[config.mk]
export PLATFORM = sky130hd
export DESIGN_NAME = wp_cmd_sequencer
export DESIGN_NICKNAME = d
export VERILOG_FILES = /design/src/rtl/wp_seq_pkg.sv /design/src/rtl/wp_tok_decode.sv /design/src/rtl/wp_step_match.sv /design/src/rtl/wp_prot_store.sv /design/src/rtl/wp_cycle_ctl.sv /design/src/rtl/wp_cmd_sequencer.sv
export SDC_FILE = /design/constraint.sdc
export NUM_CORES = 1
export LEC_CHECK = 0
export ABC_AREA = 1
export BUFFER_PORTS_ARGS = -buffer_cell sky130_fd_sc_hd__buf_4
export CAP_MARGIN = 20
export CORE_ASPECT_RATIO = 0.9
export CORE_MARGIN = 2
export CORE_UTILIZATION = 46
export CTS_CLUSTER_DIAMETER = 60
export DETAILED_ROUTE_END_ITERATION = 8
export PLACE_DENSITY = 0.88
export SYNTH_ARGS = -nofsm -noshare
export SYNTH_HDL_FRONTEND = slang
export SYNTH_SLANG_ARGS = --single-unit
[constraint.sdc]
create_clock -name clk -period 1.7 [get_ports clk]
set_clock_uncertainty 0.15 [all_clocks]
set_input_delay 0.085 -clock clk [delete_from_list [all_inputs] [get_ports clk]]
set_output_delay 0.085 -clock clk [all_outputs]
set_load 0.005 [all_outputs]
[src/rtl/wp_seq_pkg.sv]
package wp_seq_pkg;
    localparam int TOK_N     = 5;
    localparam int TK_KEY1   = 0;
    localparam int TK_KEY2   = 1;
    localparam int TK_UNLOCK = 2;
    localparam int TK_DISPRE = 3;
    localparam int TK_DISFIN = 4;

    typedef enum logic [2:0] {
        ST_W1, ST_W2, ST_W3, ST_W4, ST_W5, ST_W6, ST_DONE
    } step_e;

    typedef struct packed {
        step_e step;
        logic  clean;
        logic  grant;
    } match_t;

    typedef struct packed {
        logic busy;
        logic permit;
    } cyc_t;
endpackage

[src/rtl/wp_tok_decode.sv]
module wp_tok_decode
    import wp_seq_pkg::*;
#(
    parameter int             AW       = 16,
    parameter int             DW       = 8,
    parameter logic [AW-1:0]  ADDR_P   = 16'h5555,
    parameter logic [AW-1:0]  ADDR_Q   = 16'h2AAA,
    parameter logic [DW-1:0]  D_KEY1   = 8'hAA,
    parameter logic [DW-1:0]  D_KEY2   = 8'h55,
    parameter logic [DW-1:0]  D_UNLOCK = 8'hA0,
    parameter logic [DW-1:0]  D_DISPRE = 8'h80,
    parameter logic [DW-1:0]  D_DISFIN = 8'h20
) (
    input  logic [AW-1:0]    wr_addr,
    input  logic [DW-1:0]    wr_data,
    output logic [TOK_N-1:0] tok_hit
);
    function automatic logic [AW-1:0] tok_addr(input int idx);
        return (idx == TK_KEY2) ? ADDR_Q : ADDR_P;
    endfunction

    function automatic logic [DW-1:0] tok_data(input int idx);
        case (idx)
            TK_KEY1:   return D_KEY1;
            TK_KEY2:   return D_KEY2;
            TK_UNLOCK: return D_UNLOCK;
            TK_DISPRE: return D_DISPRE;
            default:   return D_DISFIN;
        endcase
    endfunction

    for (genvar g = 0; g < TOK_N; g++) begin : g_tok
        assign tok_hit[g] = (wr_addr == tok_addr(g)) && (wr_data == tok_data(g));
    end
endmodule

[src/rtl/wp_step_match.sv]
module wp_step_match
    import wp_seq_pkg::*;
(
    input  logic             clk,
    input  logic             rst_n,
    input  logic             wr_stb,
    input  logic [TOK_N-1:0] tok_hit,
    input  logic             win_close,
    input  logic             busy,
    output logic             en_hit,
    output logic             dis_hit,
    output logic             grant_now
);
    match_t m_q, m_d;
    logic   miss;

    always_comb begin
        m_d     = m_q;
        en_hit  = 1'b0;
        dis_hit = 1'b0;
        miss    = 1'b0;
        if (wr_stb && !busy) begin
            if (!m_q.clean) begin
                m_d.step = ST_W1;
            end else begin
                unique case (m_q.step)
                    ST_W1: if (tok_hit[TK_KEY1]) m_d.step = ST_W2; else miss = 1'b1;
                    ST_W2: if (tok_hit[TK_KEY2]) m_d.step = ST_W3; else miss = 1'b1;
                    ST_W3: begin
                        if (tok_hit[TK_UNLOCK]) begin
                            en_hit   = 1'b1;
                            m_d.step = ST_DONE;
                        end else if (tok_hit[TK_DISPRE]) begin
                            m_d.step = ST_W4;
                        end else begin
                            miss = 1'b1;
                        end
                    end
                    ST_W4: if (tok_hit[TK_KEY1]) m_d.step = ST_W5; else miss = 1'b1;
                    ST_W5: if (tok_hit[TK_KEY2]) m_d.step = ST_W6; else miss = 1'b1;
                    ST_W6: begin
                        if (tok_hit[TK_DISFIN]) begin
                            dis_hit  = 1'b1;
                            m_d.step = ST_DONE;
                        end else begin
                            miss = 1'b1;
                        end
                    end
                    default: m_d.step = ST_DONE;
                endcase
            end
            if (miss) begin
                m_d.step  = ST_W1;
                m_d.clean = 1'b0;
            end
        end
        if (en_hit || dis_hit) m_d.grant = 1'b1;
        grant_now = m_q.grant | en_hit | dis_hit;
        if (win_close && !busy) begin
            m_d.step  = ST_W1;
            m_d.clean = 1'b1;
            m_d.grant = 1'b0;
        end
    end

    always_ff @(posedge clk or negedge rst_n) begin
        if (!rst_n) m_q <= '{step: ST_W1, clean: 1'b1, grant: 1'b0};
        else        m_q <= m_d;
    end

    a_r10_frozen_when_busy: assert property (@(posedge clk) disable iff (!rst_n)
        busy |=> $stable(m_q))
        else $error("matcher state moved during a busy cycle");

    a_r6_miss_never_grants: assert property (@(posedge clk) disable iff (!rst_n)
        !m_q.clean |-> !grant_now)
        else $error("grant after a broken sequence");
endmodule

[src/rtl/wp_prot_store.sv]
module wp_prot_store (
    input  logic clk,
    input  logic nv_init_n,
    input  logic en_hit,
    input  logic dis_hit,
    output logic prot_q
);
    logic prot_d;

    always_comb begin
        prot_d = prot_q;
        if (en_hit)  prot_d = 1'b1;
        if (dis_hit) prot_d = 1'b0;
    end

    always_ff @(posedge clk or negedge nv_init_n) begin
        if (!nv_init_n) prot_q <= 1'b0;
        else            prot_q <= prot_d;
    end

    a_r3_set_only_by_enable: assert property (@(posedge clk) disable iff (!nv_init_n)
        (!prot_q && !en_hit) |=> !prot_q)
        else $error("protection set without enable sequence");

    a_r7_clear_only_by_disable: assert property (@(posedge clk) disable iff (!nv_init_n)
        (prot_q && !dis_hit) |=> prot_q)
        else $error("protection cleared without disable sequence");
endmodule

[src/rtl/wp_cycle_ctl.sv]
module wp_cycle_ctl
    import wp_seq_pkg::*;
(
    input  logic clk,
    input  logic rst_n,
    input  logic win_close,
    input  logic cyc_done,
    input  logic grant_now,
    input  logic prot_now,
    output logic busy,
    output logic permit
);
    cyc_t c_q, c_d;

    always_comb begin
        c_d = c_q;
        if (!c_q.busy) begin
            if (win_close) begin
                c_d.busy   = 1'b1;
                c_d.permit = grant_now | !prot_now;
            end
        end else if (cyc_done) begin
            c_d.busy   = 1'b0;
            c_d.permit = 1'b0;
        end
    end

    always_ff @(posedge clk or negedge rst_n) begin
        if (!rst_n) c_q <= '0;
        else        c_q <= c_d;
    end

    assign busy   = c_q.busy;
    assign permit = c_q.permit;

    a_r9_hold_while_busy: assert property (@(posedge clk) disable iff (!rst_n)
        (c_q.busy && !cyc_done) |=> (c_q.busy && $stable(c_q.permit)))
        else $error("cycle state moved before cycle end");

    a_r9_no_permit_idle: assert property (@(posedge clk) disable iff (!rst_n)
        !c_q.busy |-> !c_q.permit)
        else $error("permit outside a cycle");
endmodule

[src/rtl/wp_cmd_sequencer.sv]
module wp_cmd_sequencer
    import wp_seq_pkg::*;
#(
    parameter int AW = 16,
    parameter int DW = 8
) (
    input  logic          clk,
    input  logic          rst_n,
    input  logic          nv_init_n,
    input  logic          wr_stb,
    input  logic [AW-1:0] wr_addr,
    input  logic [DW-1:0] wr_data,
    input  logic          win_close,
    input  logic          cyc_done,
    output logic          cyc_busy,
    output logic          cyc_permit,
    output logic          prot_on
);
    logic [TOK_N-1:0] tok_hit;
    logic             en_hit;
    logic             dis_hit;
    logic             grant_now;

    wp_tok_decode #(.AW(AW), .DW(DW)) u_dec (
        .wr_addr (wr_addr),
        .wr_data (wr_data),
        .tok_hit (tok_hit)
    );

    wp_step_match u_match (
        .clk       (clk),
        .rst_n     (rst_n),
        .wr_stb    (wr_stb),
        .tok_hit   (tok_hit),
        .win_close (win_close),
        .busy      (cyc_busy),
        .en_hit    (en_hit),
        .dis_hit   (dis_hit),
        .grant_now (grant_now)
    );

    wp_prot_store u_prot (
        .clk       (clk),
        .nv_init_n (nv_init_n),
        .en_hit    (en_hit),
        .dis_hit   (dis_hit),
        .prot_q    (prot_on)
    );

    wp_cycle_ctl u_cyc (
        .clk       (clk),
        .rst_n     (rst_n),
        .win_close (win_close),
        .cyc_done  (cyc_done),
        .grant_now (grant_now),
        .prot_now  (prot_on),
        .busy      (cyc_busy),
        .permit    (cyc_permit)
    );
endmodule

==> metrics <==
register clock-pin slew on the reported worst setup and hold paths=0.05 ns; final WL=approximately 2100 um; drt first pass iters=4; MaxCap Viol Count=0; YS warnings=0; Max clock buf depth=2; Antenna Nets Post-Route=0; Seq/Total Area, Yosys=0.261; startpoint types=input pin; adder-cell share of the synthesized area=0; vias in the first global route=913; synth-to-layout area growth=47.1%; Min Hold Slack=0.0176 ns; routed len/inst=between 10 and 15 um; RSZ-0062 raised after global routing=no; Pleak=0.547 nW; Final Hold Viols=0; DR iter-0 viols=36; max incr delay on CP=0.56 ns; Data arrival, critical path=1.56 ns; layout cells sized above 1=0.370; die area=about 2000 sq um; routability congestion estimate=0.841; min Tclk post-route=1.56 ns; syn avg cell area=~6.3 sq um; Core Rows=14; Worst-Margin Slew=a little over 0.3 ns; CP Cell Sequence=dlygate4sd3_1 > buf_4 > nand2_1 > inv_1 > nor2_1 > inv_1 > nand4_1 > nand2_1; Via-to-Cell Ratio=5.11; I/O Pins=33; status=completed; Port Buffers=32; initial antenna violation count=0; # DRC=0; Crit path required time=around 1.7 ns; post_cts resized=0; pin count of the biggest net entering global routing=9; CTS tree=built; Seq cells post-synth=8; GRT Resource Usage Total=0.249; Root Driver=clkbuf_4; Congestion Overflow GR=0; final slew viol count=0; ant diodes=0; final setup vio count=0; library cells used by synthesis=20; postcts setup bufs=0; fmax=641 MHz; Compound-Gate Fraction of Synth Area=0.104; Worst setup EP type=flop; crit-path leading delay family=buffers and inverters; post-route clock period utilization=0.918; largest family of logic cells by synthesized area=simple AND/OR/NAND/NOR gates; Pwr per Cell Area=751 nW/um^2; crit path buf inv count=4; Placed Area=1050 sq um; XOR/XNOR Fraction of Synth Area=0; Setup CP Type=in2reg; Syn Nets=152; first-pass GRT wire length=3620 um; Hold Crit Class=in2async; initial core utilization=0.475; Core ar.=roughly 1600 sq um; Vias=966; worst reg2reg setup slack=~0.17 ns; Post-DP HPWL=1610 um; cell area after synthesis=773 sq um; crit-path max FO=4; H-Tree Level Count=1; crit path max-delay cell type=dlygate4sd3_1; chip height=42.9 um; post-synthesis mux area share=0; Post-Layout Inst Area=~1100 sq um; clock sink count=8; Peak VDD IR=slightly below 0.6 mV; Synth Area in Simple Gates=0.553; Max transition margin=0.791; fin nets=196; setup TNS=0 ns; cell count after synthesis=122; clock buffer count from CTS=3; worst skew pair latency=about 0.26 ns; DIE WIDTH=47.2 um
[sequential cells by signal, summed over array words and instances (netlist names)]
name / cells
u_cyc.permit: 1
u_cyc.busy: 1
u_match.m_q: 5
u_prot.prot_q: 1
[through the flow]
stage / cells / total power, mW / setup slack [ns] / util
after floorplan: 122 / 0.537 / 0.292 / -
after global placement: 179 / 0.655 / 0.234 / 0.645
after detailed placement: 179 / 0.671 / 0.177 / 0.645
after CTS: 189 / 0.857 / 0.173 / 0.698
after global routing: 189 / 0.918 / 0.0171 / 0.698
final: 189 / 0.854 / 0.140 / 0.698
[per-layer routing]
| layer | routed length (um) | share of wire | up-vias | GRT usage |
|---|---|---|---|---|
| met1 | 723 | 0.35 | 427 | 0.260 |
| li1 | - | - | 480 | - |
| met4 | 115 | 0.056 | 0 | 0.128 |
| met3 | 110 | 0.053 | 17 | 0.0681 |
| met5 | 0 | 0 | - | 0 |
| met2 | 1110 | 0.54 | 42 | 0.433 |
[kinds of logic (layout without fill, tap and decap cells)]
family                 after synthesis  count (layout)
AOI/OAI and AO/OA                   12              12
buffers and inverters               17              60
DFF                                  8               8
and+or+nand+nor                     85              85
[worst reg2reg max path: cells and delay by family, from the launching register on]
family	cells	cell delay [ns]
buf+inv	1	0.09
compound gates	2	0.20
flops	1	0.44
simple gates	5	0.52
[final timing paths]
path / to / depth (start not counted) / startpoint
max: u_match.m_q[2]$_DFFE_PN0P_ / 8 / wr_stb
min: u_cyc.permit$_DFFE_PN0P_ / 2 / rst_n
max reg2reg: u_match.m_q[2]$_DFFE_PN0P_ / 8 / u_match.m_q[2]$_DFFE_PN0P_
min reg2reg: u_match.m_q[1]$_DFFE_PN1P_ / 2 / u_match.m_q[1]$_DFFE_PN1P_
max in group asynchronous: u_prot.prot_q$_DFFE_PN0P_ / 3 / nv_init_n
min in group clk: u_prot.prot_q$_DFFE_PN0P_ / 6 / wr_addr[15]
[repair_timing]
action / 4_1_cts / 5_1_grt
hold buffers: 6 / 0
endpoints found under the setup margin: 0 / 0
endpoints found under the hold margin: 11 / 0
[synth_stat cells]
| library cell | number | share of area |
|---|---|---|
| o21bai_4 | 1 | 0.024 |
| dfrtp_1 | 7 | 0.23 |
| nand3b_1 | 1 | 0.0097 |
| a21oi_1 | 4 | 0.026 |
| nand2_2 | 5 | 0.040 |
| nand3_1 | 10 | 0.065 |
| o21ai_1 | 4 | 0.026 |
| inv_2 | 3 | 0.015 |
| nor2_1 | 21 | 0.10 |
| nand2_1 | 29 | 0.14 |
| nand4_1 | 5 | 0.040 |
| nor3_2 | 1 | 0.013 |
| o21ai_2 | 1 | 0.011 |
| inv_1 | 14 | 0.068 |
| dfstp_2 | 1 | 0.034 |
| nor2_2 | 6 | 0.049 |
| nand3_2 | 5 | 0.065 |
| nor2_4 | 2 | 0.029 |
| o31ai_1 | 1 | 0.0097 |
| o21ai_0 | 1 | 0.0065 |
[placed cells by master (no fill, tap or decap), types with 4 or more instances in the layout]
cell type and instances:
nand4_1 5, dfrtp_1 7, o21ai_1 4, nor2_2 6, nand2_1 29, buf_4 33, nand3_2 5, nand2_2 5
a21oi_1 4, nand3_1 10, inv_1 14, nor2_1 21, dlygate4sd3_1 6
[layout make-up]
type                       count  area, sq um
multi-input combinational     97          508
inverter                      17         63.8
fill                         136          492
timing repair buffer          39          308
tap                           24         30.0
sequential                     8          201
clock buffer                   4         26.3
[where the power goes]
part           total, mW  internal, mW  switching (mW)
clock              0.158        0.0900          0.0685
sequential         0.281         0.234          0.0472
combinational      0.414         0.181           0.233
total              0.854         0.505           0.349
No activity file was read; power rests on OpenSTA's default activity.
